`config.mk`:
```
export PLATFORM = sky130hd
export DESIGN_NAME = tournament_bp
export DESIGN_NICKNAME = d
export VERILOG_FILES = /design/src/rtl/tbp_pkg.sv /design/src/rtl/tbp_ctr_table.sv /design/src/rtl/tbp_hist_table.sv /design/src/rtl/tbp_ghr.sv /design/src/rtl/tournament_bp.sv
export SDC_FILE = /design/constraint.sdc
export NUM_CORES = 1
export LEC_CHECK = 0
export CORE_UTILIZATION = 48
export DETAILED_ROUTE_END_ITERATION = 12
export DONT_BUFFER_PORTS = 1
export PLACE_DENSITY = 0.67
export SETUP_SLACK_MARGIN = 0.4
export SYNTH_ARGS = -nofsm -noshare
export SYNTH_HDL_FRONTEND = slang
export SYNTH_SLANG_ARGS = --single-unit
```
`constraint.sdc`:
```
create_clock -name clk_i -period 5.05 [get_ports clk_i]
set_input_delay 1.01 -clock clk_i [delete_from_list [all_inputs] [get_ports clk_i]]
set_output_delay 1.01 -clock clk_i [all_outputs]
set_load 0.01 [all_outputs]
```
`src/rtl/tbp_pkg.sv`:
```
package tbp_pkg;
  localparam int unsigned CTR_W = 2;
  typedef logic [CTR_W-1:0] ctr_t;
  localparam ctr_t CTR_RST = ctr_t'(1);
  localparam ctr_t CTR_MAX = '1;

  function automatic ctr_t ctr_next(ctr_t c, logic up);
    if (up) return (c == CTR_MAX) ? c : c + ctr_t'(1);
    else    return (c == '0) ? c : c - ctr_t'(1);
  endfunction
endpackage

```
`src/rtl/tbp_ctr_table.sv`:
```
module tbp_ctr_table
  import tbp_pkg::*;
#(
  parameter int unsigned IDX_W = 3,
  localparam int unsigned DEPTH = 1 << IDX_W
) (
  input  logic             clk_i,
  input  logic             rst_ni,
  input  logic [IDX_W-1:0] rd0_idx_i,
  output ctr_t             rd0_o,
  input  logic [IDX_W-1:0] rd1_idx_i,
  output ctr_t             rd1_o,
  input  logic             upd_en_i,
  input  logic [IDX_W-1:0] upd_idx_i,
  input  logic             upd_up_i
);
  ctr_t ctr_q [DEPTH];

  for (genvar i = 0; i < DEPTH; i++) begin : g_ent
    always_ff @(posedge clk_i or negedge rst_ni) begin
      if (!rst_ni) ctr_q[i] <= CTR_RST;
      else if (upd_en_i && upd_idx_i == IDX_W'(i)) ctr_q[i] <= ctr_next(ctr_q[i], upd_up_i);
    end
  end

  assign rd0_o = ctr_q[rd0_idx_i];
  assign rd1_o = ctr_q[rd1_idx_i];
endmodule

```
`src/rtl/tbp_hist_table.sv`:
```
module tbp_hist_table #(
  parameter int unsigned IDX_W = 3,
  parameter int unsigned H_W   = 3,
  localparam int unsigned DEPTH = 1 << IDX_W
) (
  input  logic             clk_i,
  input  logic             rst_ni,
  input  logic [IDX_W-1:0] rd_idx_i,
  output logic [H_W-1:0]   rd_o,
  input  logic             upd_en_i,
  input  logic [IDX_W-1:0] upd_idx_i,
  input  logic             upd_bit_i
);
  logic [H_W-1:0] hist_q [DEPTH];

  for (genvar i = 0; i < DEPTH; i++) begin : g_ent
    always_ff @(posedge clk_i or negedge rst_ni) begin
      if (!rst_ni) hist_q[i] <= '0;
      else if (upd_en_i && upd_idx_i == IDX_W'(i))
        hist_q[i] <= (H_W > 1) ? {hist_q[i][H_W-2:0], upd_bit_i} : H_W'(upd_bit_i);
    end
  end

  assign rd_o = hist_q[rd_idx_i];
endmodule

```
`src/rtl/tbp_ghr.sv`:
```
module tbp_ghr #(
  parameter int unsigned H_W = 3
) (
  input  logic           clk_i,
  input  logic           rst_ni,
  input  logic           shift_i,
  input  logic           bit_i,
  output logic [H_W-1:0] hist_o
);
  logic [H_W-1:0] hist_q;

  always_ff @(posedge clk_i or negedge rst_ni) begin
    if (!rst_ni)      hist_q <= '0;
    else if (shift_i) hist_q <= (H_W > 1) ? {hist_q[H_W-2:0], bit_i} : H_W'(bit_i);
  end

  assign hist_o = hist_q;
endmodule

```
`src/rtl/tournament_bp.sv`:
```
module tournament_bp
  import tbp_pkg::*;
#(
  parameter int unsigned PC_W     = 32,
  parameter int unsigned PC_LSB   = 2,
  parameter int unsigned PC_IDX_W = 3,
  parameter int unsigned LH_W     = 3,
  parameter int unsigned GH_W     = 3
) (
  input  logic            clk_i,
  input  logic            rst_ni,
  input  logic [PC_W-1:0] pc_i,
  output logic            pred_taken_o,
  output logic            local_pred_o,
  output logic            global_pred_o,
  output logic [LH_W-1:0] lhist_o,
  output logic [GH_W-1:0] ghist_o,
  input  logic            res_valid_i,
  input  logic [PC_W-1:0] res_pc_i,
  input  logic            res_taken_i,
  input  logic [LH_W-1:0] res_lhist_i,
  input  logic [GH_W-1:0] res_ghist_i
);
  localparam int unsigned PC_MSB = PC_LSB + PC_IDX_W - 1;

  logic [PC_IDX_W-1:0] lk_idx, rs_idx;
  assign lk_idx = pc_i[PC_MSB:PC_LSB];
  assign rs_idx = res_pc_i[PC_MSB:PC_LSB];

  logic [LH_W-1:0] lhist;
  logic [GH_W-1:0] ghist;
  ctr_t lpt_lk, lpt_rs, gpt_lk, gpt_rs, cho_lk, cho_rs;
  logic loc_rs, glb_rs, cho_en;

  tbp_hist_table #(.IDX_W(PC_IDX_W), .H_W(LH_W)) u_lht (
    .clk_i, .rst_ni,
    .rd_idx_i (lk_idx),
    .rd_o     (lhist),
    .upd_en_i (res_valid_i),
    .upd_idx_i(rs_idx),
    .upd_bit_i(res_taken_i)
  );

  tbp_ghr #(.H_W(GH_W)) u_ghr (
    .clk_i, .rst_ni,
    .shift_i(res_valid_i),
    .bit_i  (res_taken_i),
    .hist_o (ghist)
  );

  tbp_ctr_table #(.IDX_W(LH_W)) u_lpt (
    .clk_i, .rst_ni,
    .rd0_idx_i(lhist),       .rd0_o(lpt_lk),
    .rd1_idx_i(res_lhist_i), .rd1_o(lpt_rs),
    .upd_en_i (res_valid_i),
    .upd_idx_i(res_lhist_i),
    .upd_up_i (res_taken_i)
  );

  tbp_ctr_table #(.IDX_W(GH_W)) u_gpt (
    .clk_i, .rst_ni,
    .rd0_idx_i(ghist),       .rd0_o(gpt_lk),
    .rd1_idx_i(res_ghist_i), .rd1_o(gpt_rs),
    .upd_en_i (res_valid_i),
    .upd_idx_i(res_ghist_i),
    .upd_up_i (res_taken_i)
  );

  // chooser trains only when the components disagreed
  assign loc_rs = lpt_rs[CTR_W-1];
  assign glb_rs = gpt_rs[CTR_W-1];
  assign cho_en = res_valid_i && (loc_rs != glb_rs);

  tbp_ctr_table #(.IDX_W(PC_IDX_W)) u_cho (
    .clk_i, .rst_ni,
    .rd0_idx_i(lk_idx), .rd0_o(cho_lk),
    .rd1_idx_i(rs_idx), .rd1_o(cho_rs),
    .upd_en_i (cho_en),
    .upd_idx_i(rs_idx),
    .upd_up_i (glb_rs == res_taken_i)
  );

  logic unused_cho_rs;
  assign unused_cho_rs = ^cho_rs;

  assign lhist_o       = lhist;
  assign ghist_o       = ghist;
  assign local_pred_o  = lpt_lk[CTR_W-1];
  assign global_pred_o = gpt_lk[CTR_W-1];
  assign pred_taken_o  = cho_lk[CTR_W-1] ? global_pred_o : local_pred_o;
endmodule

```
==> results list <==
- The longest clock path from root to sink contains 2 buffers.
* Endpoint class of the critical path: output port
* CTS tree: built
* Clock latency of the later-clocked register in the worst-skew pair: 0.35 ns
* Max-slew violation total from the final report: 0
* Part of the Yosys area used for sequential elements: 46.1%
* Critical-path maximum fanout: 10
- The floorplan has 33 rows.
- Run status: finished clean
- Final count of negative-setup-slack endpoints: 0
- TritonCTS Buffers: 9
* Max transition margin: 49.1%
- Power per unit of standard cell area: 354 nW/um^2
* Number of buffers inserted for hold repair after clock tree synthesis: 0
- Number of DRC violations after detailed routing: 0
* Area Overhead vs Synth: 6.72%
* CTS-repair resized insts: 0
- Detail-routed net length per standard cell: 16.9 um
- Across the VDD grid, the largest voltage drop is 0.000148 V.
- The tool flagged a number of max-cap violations equal to 0.
- Ranked by total cell area, the synthesized netlist is headed by dfrtp_1 (31%), dfstp_2 (15%), mux4_2 (7.1%), o21ai_0 (6.5%), mux2_2 (5.4%).
- In the final layout, the share of cells above drive strength 1 is 19.5%.
* Storage element area: 1910 sq um
- Min-Delay Path Class: primary input to async pin
* Worst-path clk slew: 0.08 ns
- For the final routed database, the setup TNS stands at 0 ns.
* Flip-flop and latch count after synthesis: 75
- The number of nets in the synthesized netlist is a little under 500.
- In this run the critical register-to-register path is captured at u_cho.ctr_q[4]$_DFFE_PN1P_.
- In this run the number of H-tree levels came out at 3.
- Die W: 94.8 um
* Cells after synthesis: about 400
- Timing analysis after detailed placement gives a worst setup slack of 1.38 ns.
* Total Power Consumption: 1.56 mW
* Worst Tran Pin Value: 0.762 ns
- Core footprint: ~8300 sq um
* Sum of routed wire length over all layers: 8620 um
- After the last flow step, the layout net total stands at 475.
- The worst path meets setup with ~1.4 ns of slack.
* Vias in the first global route: 2980
- Number of I/O port buffers: 0
- Across every metal layer, demand over resource in global routing totals 21.0%.
* Global-route congestion overflow total: 0
- Critical path class: primary input to output port
- The number of antenna diodes in the final layout is 0.
- Initial antenna violation count: 0
- Data arrival time of the critical path: 2.65 ns
- Each instance of the synthesized netlist takes up on average 10.1 sq um.
- Buffers inserted during post-CTS setup optimization: 0
- The first global-routing pass estimated 14300 um of wire.
- Final hold analysis gives a worst-case slack of roughly 0.35 ns.
- Critical path launch point type: primary input
- The number of different library cells used by synthesis comes to 39.
- Detailed routing inserted a total of 3095 vias.
- In this run the critical register-to-register path is launched from u_lpt.ctr_q[9]$_DFFE_PN0P_.
- Shortest clock period the worst path allows after layout: 3.66 ns
- Layout filler cell count: 740
- The worst register-to-register path has a setup slack of 2.74 ns.
- Number of cells on the worst reg-to-reg path: 5
* Total area of multi-input combinational cells: 2090 sq um
- Yosys printed 0 warnings.
- In this run the cell area of the synthesized design comes to approximately 4100 sq um.
* Cell taking the most area after synthesis: dfrtp_1
- Vias per inst: 6.06
- Max frequency: approximately 0.27 GHz
- The floorplan step defined a die boundary enclosing 8990 sq um.
- Entering global routing, the biggest net connects 76 pins.
* Standby leakage power: 1.73 nW
* Count of nets left with antenna violations after detail routing: 0
- Root buffer selected by CTS: clkbuf_8
* Maximum clock skew at final layout: 0.00953 ns
- Number of clock sinks: 75
- The count of final hold-check violations is 0.
- Required time of the critical path: 4.04 ns
- Yosys top cell area share: 30.9%
- HPWL after detailed placement: 5850 um
- Of the available clock period, the critical path in the final layout requires 72.4%.
- DRT Pass-1 Iters: 4
- Routability-driven placement finished with a final weighted congestion of 0.733.
- During I/O placement, the number of pins put on the boundary was 83.
* Starting DRT DRC Count: 148
- From bottom edge to top edge, the die measures 94.8 um.
- RSZ-0062 raised after global routing: false
- Initial core utilization: 50.1%
-- cell type report --
| class | instances | share of cell area (%) |
|---|---|---|
| sequential | 75 | 43.2 |
| timing repair buffer | 1 | 0.170 |
| clock inverter | 4 | 1.64 |
| tap | 105 | 2.98 |
| multi-input combinational | 300 | 47.3 |
| clock buffer | 12 | 3.52 |
| inverter | 14 | 1.19 |
-- cells by family after synthesis --
| kind of cell | Yosys count | synth area share [%] |
|---|---|---|
| AOI/OAI and AO/OA | 118 | 17.1 |
| DFF | 75 | 46.1 |
| buffers and inverters | 34 | 3.60 |
| and+or+nand+nor | 133 | 16.0 |
| muxes | 47 | 16.3 |
| xor gates and xnor gates | 2 | 0.878 |
-- flip-flops by register name (all words and copies together) (netlist names) --
register / flops
u_cho.ctr_q: 16
u_ghr.hist_o: 3
u_lht.hist_q: 24
u_lpt.ctr_q: 16
u_gpt.ctr_q: 16
-- report_power, final --
group / internal [mW] / total, mW / switching, mW / leakage, nW
Clock: 0.305 / 0.532 / 0.227 / 0.113
Combinational: 0.124 / 0.237 / 0.113 / 0.794
Sequential: 0.718 / 0.793 / 0.0756 / 0.827
-- cells in the final DEF (no fill, tap or decap), types with 2 or more instances in the layout --
| master | instances |
|---|---|
| and3_1 | 2 |
| o21ai_1 | 10 |
| nor2_1 | 14 |
| nand4b_1 | 3 |
| a221o_1 | 10 |
| nand3b_1 | 2 |
| o21ai_0 | 54 |
| nand2b_1 | 3 |
| a41oi_1 | 6 |
| mux4_2 | 13 |
| nand4_1 | 7 |
| mux2i_1 | 12 |
| dfrtp_1 | 51 |
| o31ai_1 | 3 |
| dfstp_2 | 24 |
| nor3b_1 | 16 |
| a31oi_1 | 9 |
| o2111ai_1 | 2 |
| nand3_1 | 12 |
| nor3_1 | 3 |
| clkbuf_8 | 11 |
| o211ai_1 | 3 |
| mux2_2 | 20 |
| nor2b_1 | 6 |
| a21oi_1 | 19 |
| and2_1 | 4 |
| nand2_1 | 59 |
| inv_1 | 14 |
| bufinv_16 | 2 |
-- Yosys cell counts --
cell / n
mux2_2: 20
nand3_1: 12
buf_2: 5
nor2b_1: 6
a221oi_1: 1
clkbuf_1: 12
xor2_4: 1
mux4_2: 13
nand4_1: 7
a21oi_1: 19
nor3b_1: 16
o2111ai_1: 2
xnor2_1: 1
o211ai_1: 3
nand3b_1: 2
nand2_1: 59
o21ai_0: 54
o31ai_2: 1
mux2i_1: 12
o21ai_1: 10
mux2i_2: 1
a31oi_1: 9
a221o_1: 10
a41oi_1: 6
and2_1: 4
buf_1: 1
and2_0: 1
o31ai_1: 3
inv_1: 14
buf_6: 2
nor2_1: 14
dfrtp_1: 51
dfstp_2: 24
nand2_2: 1
and3_1: 2
nor3_1: 3
nand2b_1: 3
nand4b_1: 3
mux2i_4: 1
-- metrics by stage --
stage / cell area [sq um] / instances / utilization, %
2_1_floorplan: 4140 / 409 / -
3_3_place_gp: 4190 / 495 / 50.7
3_5_place_dp: 4190 / 495 / 50.7
4_1_cts: 4410 / 511 / 53.4
5_1_grt: 4410 / 511 / 53.4
6_report: 4410 / 511 / 53.4
-- per-layer routing --
| metal | share of wire (%) | GRT usage [%] | vias to the layer above | wire length [um] |
|---|---|---|---|---|
| met5 | 0 | 0 | - | 0 |
| met4 | 0.88 | 5.81 | 0 | 76 |
| met3 | 4.4 | 4.99 | 7 | 383 |
| met2 | 50 | 33.9 | 46 | 4270 |
| met1 | 45 | 28.1 | 1546 | 3890 |
| li1 | - | - | 1496 | - |
-- worst max-delay path, stage by stage --
cell and delay [ns]:
mux2i_1 0.11, mux4_2 0.59, mux2i_1 0.20, mux2i_1 0.09
mux2_2 0.32, mux2_2 0.32
-- worst max-delay path by stage --
stage,from,endpoint,cells past startpoint
6_report,pc_i[2],pred_taken_o,6
5_1_grt,pc_i[2],pred_taken_o,6
4_1_cts,pc_i[2],pred_taken_o,6
3_5_place_dp,pc_i[2],pred_taken_o,6
3_3_place_gp,pc_i[2],pred_taken_o,6
2_1_floorplan,pc_i[2],pred_taken_o,6
Note: power is estimated with default switching activity, not from simulation.
